==> config.mk <==
export PLATFORM = sky130hd
export DESIGN_NAME = keyed_wdog
export DESIGN_NICKNAME = d
export VERILOG_FILES = /design/src/rtl/wdog_pkg.sv /design/src/rtl/wdog_datapath.sv /design/src/rtl/wdog_control.sv /design/src/rtl/keyed_wdog.sv
export SDC_FILE = /design/constraint.sdc
export NUM_CORES = 1
export LEC_CHECK = 0
export ABC_AREA = 1
export BUFFER_PORTS_ARGS = -buffer_cell sky130_fd_sc_hd__buf_2
export CAP_MARGIN = 20
export CORE_MARGIN = 3
export CORE_UTILIZATION = 45
export DETAILED_ROUTE_END_ITERATION = 10
export GPL_TIMING_DRIVEN = 0
export SYNTH_ARGS = -nofsm -noshare
export SYNTH_HDL_FRONTEND = slang
export SYNTH_SLANG_ARGS = --single-unit
==> constraint.sdc <==
create_clock -name clk -period 1.95 [get_ports clk]
set_clock_uncertainty 0.1 [all_clocks]
set_input_delay 0.2925 -clock clk [delete_from_list [all_inputs] [get_ports clk]]
set_output_delay 0.2925 -clock clk [all_outputs]
set_load 0.03 [all_outputs]
==> src/rtl/wdog_pkg.sv <==
package wdog_pkg;

  typedef enum logic [1:0] {
    ST_IDLE  = 2'd0,
    ST_ARMED = 2'd1,
    ST_LIVE  = 2'd2,
    ST_FIRED = 2'd3
  } wdState_e;

  typedef struct packed {
    logic cfgWrOk;   // configuration registers writable
    logic cntRun;    // advance counter this edge
    logic cntClear;  // zero counter this edge
  } wdStrobe_t;

  localparam int REG_GLB    = 0;
  localparam int REG_CNT_LO = 1;
  localparam int REG_CNT_HI = 2;
  localparam int REG_PRD_LO = 3;
  localparam int REG_PRD_HI = 4;
  localparam int REG_WDC    = 5;

  localparam int GLB_W = 4;
  localparam logic [GLB_W-1:0] GLB_WD_CFG = 4'b1011;  // mode 2, both halves running
  localparam int EN_BIT = 14;

endpackage

==> src/rtl/wdog_datapath.sv <==
module wdog_datapath
  import wdog_pkg::*;
#(
  parameter int DATA_W = 32,
  parameter int ADDR_W = 3,
  localparam int CNT_W = 2 * DATA_W
) (
  input  logic              clk,
  input  logic              rstN,
  input  logic              wrEn,
  input  logic [ADDR_W-1:0] addr,
  input  logic [DATA_W-1:0] wrData,
  input  wdStrobe_t         stb,
  input  wdState_e          stateQ,
  input  logic              enableQ,
  output logic [DATA_W-1:0] rdData,
  output logic              termHit,
  output logic              wdConfig,
  output logic [CNT_W-1:0]  cntVal
);

  logic [GLB_W-1:0] glbQ;
  logic [CNT_W-1:0] cntQ;
  logic [CNT_W-1:0] prdQ;
  logic             cfgWr;

  assign cfgWr = wrEn && stb.cfgWrOk;

  always_ff @(posedge clk or negedge rstN) begin
    if (!rstN) begin
      glbQ <= '0;
      cntQ <= '0;
      prdQ <= '0;
    end else begin
      if (stb.cntClear)
        cntQ <= '0;
      else if (stb.cntRun)
        cntQ <= cntQ + CNT_W'(1);
      else if (cfgWr && addr == ADDR_W'(REG_CNT_LO))
        cntQ[DATA_W-1:0] <= wrData;
      else if (cfgWr && addr == ADDR_W'(REG_CNT_HI))
        cntQ[CNT_W-1:DATA_W] <= wrData;

      if (cfgWr && addr == ADDR_W'(REG_GLB))
        glbQ <= wrData[GLB_W-1:0];
      if (cfgWr && addr == ADDR_W'(REG_PRD_LO))
        prdQ[DATA_W-1:0] <= wrData;
      if (cfgWr && addr == ADDR_W'(REG_PRD_HI))
        prdQ[CNT_W-1:DATA_W] <= wrData;
    end
  end

  assign termHit  = (cntQ == prdQ);
  assign wdConfig = (glbQ == GLB_WD_CFG);
  assign cntVal   = cntQ;

  always_comb begin
    rdData = '0;
    case (addr)
      ADDR_W'(REG_GLB):    rdData[GLB_W-1:0] = glbQ;
      ADDR_W'(REG_CNT_LO): rdData = cntQ[DATA_W-1:0];
      ADDR_W'(REG_CNT_HI): rdData = cntQ[CNT_W-1:DATA_W];
      ADDR_W'(REG_PRD_LO): rdData = prdQ[DATA_W-1:0];
      ADDR_W'(REG_PRD_HI): rdData = prdQ[CNT_W-1:DATA_W];
      ADDR_W'(REG_WDC): begin
        rdData[EN_BIT] = enableQ;
        rdData[1:0]    = stateQ;
      end
      default: rdData = '0;
    endcase
  end

endmodule

==> src/rtl/wdog_control.sv <==
module wdog_control
  import wdog_pkg::*;
#(
  parameter int KEY_W = 16,
  parameter logic [KEY_W-1:0] KEY1 = 16'hA5C6,
  parameter logic [KEY_W-1:0] KEY2 = 16'hDA7E,
  parameter int RST_HOLD = 16,
  localparam int HOLD_W = $clog2(RST_HOLD + 1)
) (
  input  logic             clk,
  input  logic             rstN,
  input  logic             ctlWr,
  input  logic [KEY_W-1:0] keyIn,
  input  logic             enIn,
  input  logic             termHit,
  input  logic             wdConfig,
  output wdState_e         stateQ,
  output logic             enableQ,
  output wdStrobe_t        stb
);

  wdState_e          stateD;
  logic              enableD;
  logic              svcQ, svcD;
  logic [HOLD_W-1:0] holdQ, holdD;
  logic              isKey1, isKey2;

  assign isKey1 = (keyIn == KEY1);
  assign isKey2 = (keyIn == KEY2);

  always_comb begin
    stateD       = stateQ;
    enableD      = enableQ;
    svcD         = svcQ;
    holdD        = holdQ;
    stb.cfgWrOk  = (stateQ == ST_IDLE);
    stb.cntRun   = 1'b0;
    stb.cntClear = 1'b0;
    case (stateQ)
      ST_IDLE: begin
        if (ctlWr) begin
          enableD = enIn;
          if (enIn && isKey1 && wdConfig) stateD = ST_ARMED;
        end
      end
      ST_ARMED: begin
        if (ctlWr) begin
          if (!enIn) begin
            stateD  = ST_IDLE;
            enableD = 1'b0;
          end else if (isKey2) begin
            stateD = ST_LIVE;
            svcD   = 1'b0;
          end
        end
      end
      ST_LIVE: begin
        if (termHit || (ctlWr && !isKey1 && !isKey2)) begin
          stateD = ST_FIRED;
          holdD  = '0;
        end else begin
          stb.cntRun = 1'b1;
          if (ctlWr && isKey2 && svcQ) begin
            stb.cntClear = 1'b1;
            svcD         = 1'b0;
          end else if (ctlWr && isKey1) begin
            svcD = 1'b1;
          end
        end
      end
      ST_FIRED: begin
        if (holdQ == HOLD_W'(RST_HOLD - 1)) begin
          stateD       = ST_IDLE;
          enableD      = 1'b0;
          svcD         = 1'b0;
          stb.cntClear = 1'b1;
        end else begin
          holdD = holdQ + HOLD_W'(1);
        end
      end
      default: stateD = ST_IDLE;
    endcase
  end

  always_ff @(posedge clk or negedge rstN) begin
    if (!rstN) begin
      stateQ  <= ST_IDLE;
      enableQ <= 1'b0;
      svcQ    <= 1'b0;
      holdQ   <= '0;
    end else begin
      stateQ  <= stateD;
      enableQ <= enableD;
      svcQ    <= svcD;
      holdQ   <= holdD;
    end
  end

endmodule

==> src/rtl/keyed_wdog.sv <==
module keyed_wdog
  import wdog_pkg::*;
#(
  parameter int DATA_W = 32,
  parameter int ADDR_W = 3,
  parameter int KEY_W = 16,
  parameter logic [KEY_W-1:0] KEY1 = 16'hA5C6,
  parameter logic [KEY_W-1:0] KEY2 = 16'hDA7E,
  parameter int RST_HOLD = 16
) (
  input  logic              clk,
  input  logic              rstN,
  input  logic              wrEn,
  input  logic [ADDR_W-1:0] addr,
  input  logic [DATA_W-1:0] wrData,
  output logic [DATA_W-1:0] rdData,
  output logic              wdRst
);

  localparam int CNT_W = 2 * DATA_W;

  wdStrobe_t        stb;
  wdState_e         stateQ;
  logic             enableQ;
  logic             termHit;
  logic             wdConfig;
  logic             ctlWr;
  logic [CNT_W-1:0] cntVal;

  assign ctlWr = wrEn && (addr == ADDR_W'(REG_WDC));

  wdog_control #(
    .KEY_W(KEY_W), .KEY1(KEY1), .KEY2(KEY2), .RST_HOLD(RST_HOLD)
  ) i_ctrl (
    .clk(clk), .rstN(rstN), .ctlWr(ctlWr),
    .keyIn(wrData[DATA_W-1 -: KEY_W]), .enIn(wrData[EN_BIT]),
    .termHit(termHit), .wdConfig(wdConfig),
    .stateQ(stateQ), .enableQ(enableQ), .stb(stb)
  );

  wdog_datapath #(
    .DATA_W(DATA_W), .ADDR_W(ADDR_W)
  ) i_dp (
    .clk(clk), .rstN(rstN), .wrEn(wrEn), .addr(addr), .wrData(wrData),
    .stb(stb), .stateQ(stateQ), .enableQ(enableQ),
    .rdData(rdData), .termHit(termHit), .wdConfig(wdConfig), .cntVal(cntVal)
  );

  assign wdRst = (stateQ == ST_FIRED);

endmodule

Word level (Yosys, flattened, before mapping)
Cells that the tools add are included.

word-level totals
  bits of input ports = 38
  output and inout port bits = 33
  word-level logic and storage cells = 104
  bits in registers = 141

cells by class
  multiplexer cells = 38
  $add $sub $neg = 2
  eq/ne operators = 26
  reduce and logical (&&, ||, !) cells = 29

operator list
  cell                                                             number
  64-bit 2-to-1 mux                                                2
  32-bit 2-to-1 mux                                                3
  17-bit case mux with 4 select lines                              1
  64-bit by 1-bit adder with 64-bit output, second input constant  1
  64-bit == test                                                   1
  10-bit case mux with 4 select lines                              1
  16-bit == test, second input constant                            2
  2-bit 2-to-1 mux                                                 8
  1-bit logical AND                                                14
  1-bit 2-to-1 mux                                                 13
  2-bit != test, second input constant                             6
  2-bit case mux with 6 select lines                               1
  3-bit nonzero test                                               4
  5-bit 2-to-1 mux                                                 2
  2-bit case mux with 5 select lines                               1
  5-bit case mux with 2 select lines                               1
  2-bit by 1-bit != test with 1-bit output, second input constant  4
  2-bit case mux with 4 select lines                               1
  7-bit AND reduction                                              1
  3-bit by 2-bit == test with 1-bit output, second input constant  2
  3-bit == test, second input constant                             2
  1-bit case mux with 3 select lines                               2
  6-bit AND reduction                                              1
  5-bit by 1-bit adder with 5-bit output, second input constant    1
  other kinds (18)                                                 20

Depth between registers and ports, before layout
Gate-level depths: netlist of run 1.

  depth in word-level cells = 9
  gate-level depth with buffers = 17
  depth with buffers taken out = 15

By module
A second synthesis of run 1 with hierarchy kept.

second synthesis, totals
  cells, all modules = 1578
  area, all modules = 10088.4 µm²

by module, submodules not included
  module         area an instance (µm²)  sequential area each (µm²)  times used  cells an instance
  wdog_datapath  9352.7                  3303.2                      1           1459
  wdog_control   710.7                   225.2                       1           113
  keyed_wdog     25.0                    0.0                         1           6

Worst setup path before layout of run 1
No wires, ideal clock.

  kind = input to output
  start = input port addr[0]
  end = output port rdData[1]
  path buffers = 2
  path slack = -0.181 ns
  arrival = 1.739 ns
  required time = 1.558 ns
  stages = 5
  cells stage by stage = nor3_1 -> clkbuf_1 -> clkbuf_1 -> a21oi_1 -> a41oi_1

on the way
  word-level cells in the longest chain between the ends = 2
  elaborated cells on any way between the ends = 7
  those cells by class = eq/ne (5); mux (1); reduce/logical (1)

ends and longest elaborated chain
  what                                   line                 source
  start, declared                        keyed_wdog.sv:14     input logic [ADDR_W-1:0] addr,
  3-bit == test (tied with other cells)  wdog_datapath.sv:59  case (addr)
  2-bit case mux with 6 select lines *   wdog_datapath.sv:59
  end, declared                          keyed_wdog.sv:16     output logic [DATA_W-1:0] rdData,

Mark *: on every way between the ends. The rest lies on a longest branch, timed or not.

Worst setup path in the final report of run 1
  start = register i_dp.cntQ[17] (netlist: i_dp.cntVal[17])
  end = register i_dp.cntQ[52] (netlist: i_dp.cntVal[52])

on the way
  word-level cells in the longest chain between the ends = 6
  elaborated cells on any way between the ends = 11
  those cells by class = add/sub (1); eq/ne (2); mux (5); reduce/logical (3)

ends and longest elaborated chain
  what                                                                              line                 source
  start, declared                                                                   wdog_datapath.sv:23  logic [CNT_W-1:0] cntQ;
  start signal, assigned                                                            wdog_datapath.sv:38  cntQ <= cntQ + CNT_W'(1);
  start signal, assigned by index                                                   wdog_datapath.sv:40  cntQ[DATA_W-1:0] <= wrData;
  start signal, assigned by index                                                   wdog_datapath.sv:42  cntQ[CNT_W-1:DATA_W] <= wrData;
  branches (longest 6 deep; another with 64-bit by 1-bit adder with 64-bit output)  --

Several ways; the timed one is not identified.
A chain may end at the register's enable or synchronous reset.

==> reports/summary.txt, run 1 <==
Clk pin slew, worst setup/hold paths -> 70 ps
critical path fanouts, max -> 7
failing checks -> negative setup slack
DIE HEIGHT -> 161 microns
initial antenna violation count -> 0
fraction of registers with async set/reset -> 1.00
CP peak stage delay -> 420 ps
crit path cell chain -> inv_1 > nand2_1 > nand2_1 > nor2_2 > nand2_2 > nor2_1 > nand2_1 > nor2_2 > nand2_4 > nand3_4 > buf_12 > nand3_4 > clkinv_8 > clkbuf_16 > nand2_2 > nand2_1
largest net degree at the start of global routing -> 90
worst slew pin tran -> 755 ps
Flop pwr share -> 0.366
Clk pwr share -> 0.307
Post-Syn Area -> 10800 sq um
Most Frequent Cell on Critical Path -> nand2_1
Combinational Power Share -> 0.327
Hold Vio Cnt, Final -> 0
IO Port Bufs -> 70
critical path class -> reg2reg
Min-Delay Path Class -> in2reg
critical path arrival -> 2670 ps
Ports -> 71
vias in the first global route -> 12300
Synth cell types -> 38
Area growth syn-to-layout -> 32.6%
WHS -> 52.9 ps
most frequent cells in the layout -> 701 x nand2_1, 206 x nor2_1, 160 x inv_1
#FFs+latches synth -> 141
post-synthesis cell count -> 1793
Slew Limit Fails -> 0
Seq/Total Area, Yosys -> 0.328
global route overflow -> 0
number of flops mapped to enable cells by yosys -> 0
per-cell routed wire length -> 22.0 microns
total negative slack -> -27140 ps
clk sink count -> 141
CP Launch Type -> flop
Lkg Pwr -> 6.97 nW
Root Driver -> clkbuf_16
DRC Markers -> 0
period utilisation layout -> 1.23
Routed Antenna Nets -> 0
Final GP Congestion -> 1.04
CTS tree -> built
starting density of the core -> 0.467
Syn Area/Cell -> 6.00 sq um
switching part of the total power -> 0.394
GRT Total Usage -> 0.378
Final #Nets -> 2007
slack of the critical path -> -450 ps
post-route design area -> 14300 sq um
DP Wirelength -> 35800 microns
total power -> 11.2 mW
Psw -> 4.41 mW
Max rail drop VDD -> 0.000525 V
TritonCTS buffer count -> 17
max_cap viols -> 0
Slowest-stage cell, CP -> dfrtp_2
final WL -> 50400 microns
H-tree depth -> 4
Vias -> 13100
RSZ-0062 raised after global routing -> yes
Max Root-Sink Buffers -> 2
Req. time, crit path -> 2220 ps
Tmin final -> 2400 ps
drt first pass iters -> 6
via/cell ratio -> 5.74
Power per Cell Area -> 785 nW/um^2
clock latency at the later pin of the worst-skew pair -> 450 ps
Area after DPL -> 11600 sq um
die area -> 25800 sq um
post-synth net total -> 1835
synth warn -> 0
setup violators final -> 79
Cell Int Power -> 6.79 mW
Iter 0 DRT Violations -> 1429
wire length of the first global-routing pass -> 73400 microns
f_max -> 0.417 GHz
proportion of layout cells with a drive suffix above 1 -> 0.242
std cell rows -> 55
slew margin rel. -> 0.497
Most used DFF post-synth -> dfrtp_1
status -> finished with violations
die span in x -> 161 microns
Crit path max-delay family -> simple AND/OR/NAND/NOR gates
DP Worst Slack -> -1410 ps
commonest non-fill, non-tap cell in the layout -> nand2_1
Core Region -> 23100 sq um
Crit path buffers/inverters -> 4
endpoint type of the worst setup path -> flop
-- cell usage after synthesis, drive strengths merged (6+ instances only) --
cell type,n,area (sq um)
nor2,248,941
clkbuf,34,134
dfrtp,141,3530
nand4,93,582
nor3,6,40.0
nand3,35,213
inv,180,676
xor2,41,359
a221o,9,90.1
o21ai,100,500
buf,43,225
o22ai,25,156
a21oi,19,95.1
nand2,791,2970
-- routing by layer --
metal	up-vias	global-route usage	wire length [microns]
li1	6024	-	-
met1	6149	0.488	19700
met2	783	0.589	22200
met3	184	0.0900	5560
met4	0	0.199	3000
met5	-	0	0
-- layout make-up --
cell class                      count  area, sq um
Tap cell                          313          392
Inverter                          180          711
Timing Repair Buffer              156         1400
Antenna cell                        1         2.50
Clock buffer                       19          443
Multi-Input combinational cell   1395         6860
Buffer                             74          738
Sequential cell                   141         3580
Clock inverter                     12          139
Fill cell                        2139         8790
-- tightest hold or removal path, stage by stage --
cell and delay, ps:
buf_2 90, inv_1 70, o21ai_0 90
-- power by group through the flow --
stage | Combinational [mW] | Clock [mW] | Sequential (mW)
after floorplan | 1.96 | 0 | 3.91
after global placement | 2.70 | 0 | 4.12
after detailed placement | 2.76 | 0 | 4.13
after CTS | 3.29 | 3.43 | 4.06
after global routing | 4.01 | 3.56 | 4.15
final | 3.66 | 3.44 | 4.09
-- flip-flops by register name (all words and copies together) (netlist names), named ones only --
name	cells
i_dp.cntVal	64
i_ctrl.stateQ	1
i_ctrl.holdQ	5
i_ctrl.svcQ	1
i_dp.prdQ	64
i_dp.glbQ	4
i_ctrl.enableQ	1
-- metrics by stage --
| stage | instances | util |
|---|---|---|
| after floorplan | 1793 | - |
| after global placement | 2176 | 0.500 |
| after detailed placement | 2177 | 0.501 |
| after CTS | 2263 | 0.584 |
| after global routing | 2290 | 0.618 |
| final | 2291 | 0.619 |
-- repair_timing --
action | 4_1_cts | 5_1_grt
hold buffers | 1 | 0
resized for setup | 283 | 177
pin swaps | 14 | 44
setup endpoints to repair | 167 | 164
hold endpoints to repair | 52 | 0
gates cloned | 4 | 6
setup buffers | 53 | 21
-- cells by family after synthesis --
logic type	after synthesis	share of synthesized area
simple gates	1180	0.446
compound gates	169	0.0911
buf+inv	257	0.0962
flops	141	0.328
xor+xnor	42	0.0342
fa+ha+maj	4	0.00465
-- final timing paths --
kind	endpoint	slack, ps	cells past startpoint	start
max	i_dp.cntVal[52]$_DFFE_PN0P_	-450	16	i_dp.cntVal[17]$_DFFE_PN0P_
min	i_dp.prdQ[37]$_DFFE_PN0P_	50	3	wrData[5]
max reg2reg	i_dp.cntVal[52]$_DFFE_PN0P_	-450	16	i_dp.cntVal[17]$_DFFE_PN0P_
min reg2reg	i_ctrl.svcQ$_DFFE_PN0P_	410	2	i_ctrl.svcQ$_DFFE_PN0P_
max in group asynchronous	i_dp.cntVal[37]$_DFFE_PN0P_	580	3	rstN
min in group asynchronous	i_dp.prdQ[24]$_DFFE_PN0P_	260	2	rstN
Power figures use the tool's default switching activity.
==> run 2: changes to the inputs <==
--- a/config.mk
+++ b/config.mk
@@ -8,10 +8,14 @@
 export ABC_AREA = 1
 export BUFFER_PORTS_ARGS = -buffer_cell sky130_fd_sc_hd__buf_2
 export CAP_MARGIN = 20
+export CELL_PAD_IN_SITES_DETAIL_PLACEMENT = 0
+export CELL_PAD_IN_SITES_GLOBAL_PLACEMENT = 1
 export CORE_MARGIN = 3
-export CORE_UTILIZATION = 45
+export CORE_UTILIZATION = 39
 export DETAILED_ROUTE_END_ITERATION = 10
 export GPL_TIMING_DRIVEN = 0
+export MAX_ROUTING_LAYER = met4
+export PLACE_DENSITY_LB_ADDON = 0.1
 export SYNTH_ARGS = -nofsm -noshare
 export SYNTH_HDL_FRONTEND = slang
 export SYNTH_SLANG_ARGS = --single-unit
==> reports/summary.txt, run 2 (same netlist as run 1, synthesis figures left out) <==
Max rail drop VDD -> 0.000863 V (+64%)
std cell rows -> 60 (+9.1%)
GRT Total Usage -> 0.360 (-0.0180)
most frequent cells in the layout -> 743 x nand2_1, 185 x nor2_1, 160 x inv_1
die span in x -> 172 microns (+7.1%)
Req. time, crit path -> 2240 ps (+20 ps)
H-tree depth -> 4 (unchanged)
WHS -> 33.2 ps (-19.7 ps)
critical path arrival -> 2740 ps (+70 ps)
Min-Delay Path Class -> in2reg
CP Launch Type -> flop
Routed Antenna Nets -> 0 (unchanged)
Setup crit end -> i_dp.cntVal[32]$_DFFE_PN0P_
clock latency at the later pin of the worst-skew pair -> 460 ps (about the same)
Final GP Congestion -> 1.03 (-0.52%)
f_max -> 0.408 GHz (-2.1%)
RSZ-0062 raised after global routing -> yes
Root Driver -> clkbuf_16
per-cell routed wire length -> 22.8 microns (+3.4%)
critical path class -> reg2reg
post-route design area -> 14500 sq um (+1.5%)
worst r2r src -> i_dp.prdQ[60]$_DFFE_PN0P_
initial antenna violation count -> 0 (unchanged)
Worst R2R Setup Slack -> -500 ps (-50 ps)
clk sink count -> 141 (unchanged)
IO Port Bufs -> 70 (unchanged)
starting density of the core -> 0.398 (-0.0686)
worst r2r dst -> i_dp.cntVal[32]$_DFFE_PN0P_
slack of the critical path -> -503 ps (-52.7 ps)
final WL -> 52900 microns (+4.9%)
critical path startpoint -> i_dp.prdQ[60]$_DFFE_PN0P_
failing checks -> negative setup slack
Hold Vio Cnt, Final -> 0 (unchanged)
Lkg Pwr -> 7.01 nW (+0.65%)
max_cap viols -> 0 (unchanged)
setup violators final -> 80 (+1.3%)
DIE HEIGHT -> 172 microns (+7.1%)
endpoint type of the worst setup path -> flop
antenna diode count -> 0 (-1)
die area -> 29600 sq um (+15%)
Area growth syn-to-layout -> 34.5%
worst slew pin tran -> 774 ps (+19.4 ps)
global route overflow -> 0 (unchanged)
Max Root-Sink Buffers -> 2 (unchanged)
Area after DPL -> 11600 sq um (+0.56%)
Power per Cell Area -> 781 nW/um^2 (-0.51%)
via/cell ratio -> 5.47 (-4.6%)
Worst R2R Path Depth -> 16 (unchanged)
TritonCTS buffer count -> 17 (unchanged)
largest net degree at the start of global routing -> 79 (-12%)
Ports -> 71 (unchanged)
Vias -> 12700 (-3.1%)
Core Region -> 27000 sq um (+17%)
vias in the first global route -> 11900 (-2.5%)
Tmin final -> 2450 ps (+52.7 ps)
DP Wirelength -> 38200 microns (+6.7%)
commonest non-fill, non-tap cell in the layout -> nand2_1
Final #Nets -> 2014 (+0.35%)
status -> finished with violations
critical path fanouts, max -> 5 (-2)
Clk pin slew, worst setup/hold paths -> 70 ps (about the same)
proportion of layout cells with a drive suffix above 1 -> 0.242 (about the same)
total negative slack -> -30680 ps (-3540 ps)
Slew Limit Fails -> 0 (unchanged)
drt first pass iters -> 7 (+1)
CTS tree -> built
DRC Markers -> 0 (unchanged)
period utilisation layout -> 1.26 (+0.0270)
slew margin rel. -> 0.484 (-0.0130)
wire length of the first global-routing pass -> 75100 microns (+2.3%)
Iter 0 DRT Violations -> 1448 (+1.3%)
-- run 2: cell count changes in the layout (fill, tap and decap cells not counted), moves of 9 or more --
cell	change
o22ai_2	+9
nor2_1	-21
nor2_2	+14
nand2_2	-33
nand2_4	-9
nand2_1	+42
o22ai_1	-9
-- run 2: report_power, final --
part           total, mW  switching [mW]  internal [mW]
logic               3.69            2.28           1.41
clock network       3.48            1.52           1.96
registers           4.14           0.658           3.48
-- run 2: what timing repair did --
action,CTS,global route
gates resized for setup,349,127
pin swaps,33,28
buffers inserted,63,24
endpoints found under the setup margin,167,158
hold buffers,1,0
cloned,3,6
endpoints found under the hold margin,63,0
-- run 2: critical path, stage by stage (launching register included) --
cell     delay (ps)
dfrtp_1         420
inv_1            90
nand2_1          70
nand2_1          90
nor2_4          150
nand2_2          90
nor2_4          140
nand2_1         120
nor2_4          140
nand2_4          90
nand4_1         170
buf_4           170
nand2_4         100
buf_8           190
nor2_2          120
nand2_1          60
nand2_1          60
-- run 2: metrics by stage --
stage	util	setup WS, ps	instances	power (mW)
5_1_grt	0.535	-573	2325	11.9
4_1_cts	0.510	-329	2301	11.0
2_1_floorplan	-	-170	1793	5.88
3_3_place_gp	0.428	-1850	2204	6.89
3_5_place_dp	0.430	-1580	2207	6.94
6_report	0.535	-503	2325	11.3
-- run 2: final cells by class --
class | count | area [sq um]
clock buffers | 20 | 457
flip-flops and latches | 141 | 3590
plain buffers | 71 | 724
well taps | 341 | 427
inverters | 180 | 724
multi-input cells | 1396 | 6930
repair buffers | 165 | 1490
clock inverters | 11 | 135
fillers | 2763 | 12600
-- run 2: how the worst min path moves through the flow --
stage,slack (ps),startpoint,cells past startpoint,to
2_1_floorplan,-100,rstN,0,async pin
3_3_place_gp,380,i_ctrl.svcQ$_DFFE_PN0P_,2,i_ctrl.svcQ$_DFFE_PN0P_
3_5_place_dp,240,rstN,1,i_dp.prdQ[25]$_DFFE_PN0P_
4_1_cts,30,wrData[7],3,i_dp.prdQ[7]$_DFFE_PN0P_
6_report,30,wrData[7],3,i_dp.prdQ[7]$_DFFE_PN0P_
5_1_grt,70,wrData[7],3,i_dp.prdQ[7]$_DFFE_PN0P_
-- run 2: metal layers --
layer,up-vias,wire (microns),track usage
met5,-,0,-
met2,517,24100,0.557
met4,0,2260,0.153
met1,6069,22900,0.463
met3,109,3630,0.0681
li1,6032,-,-
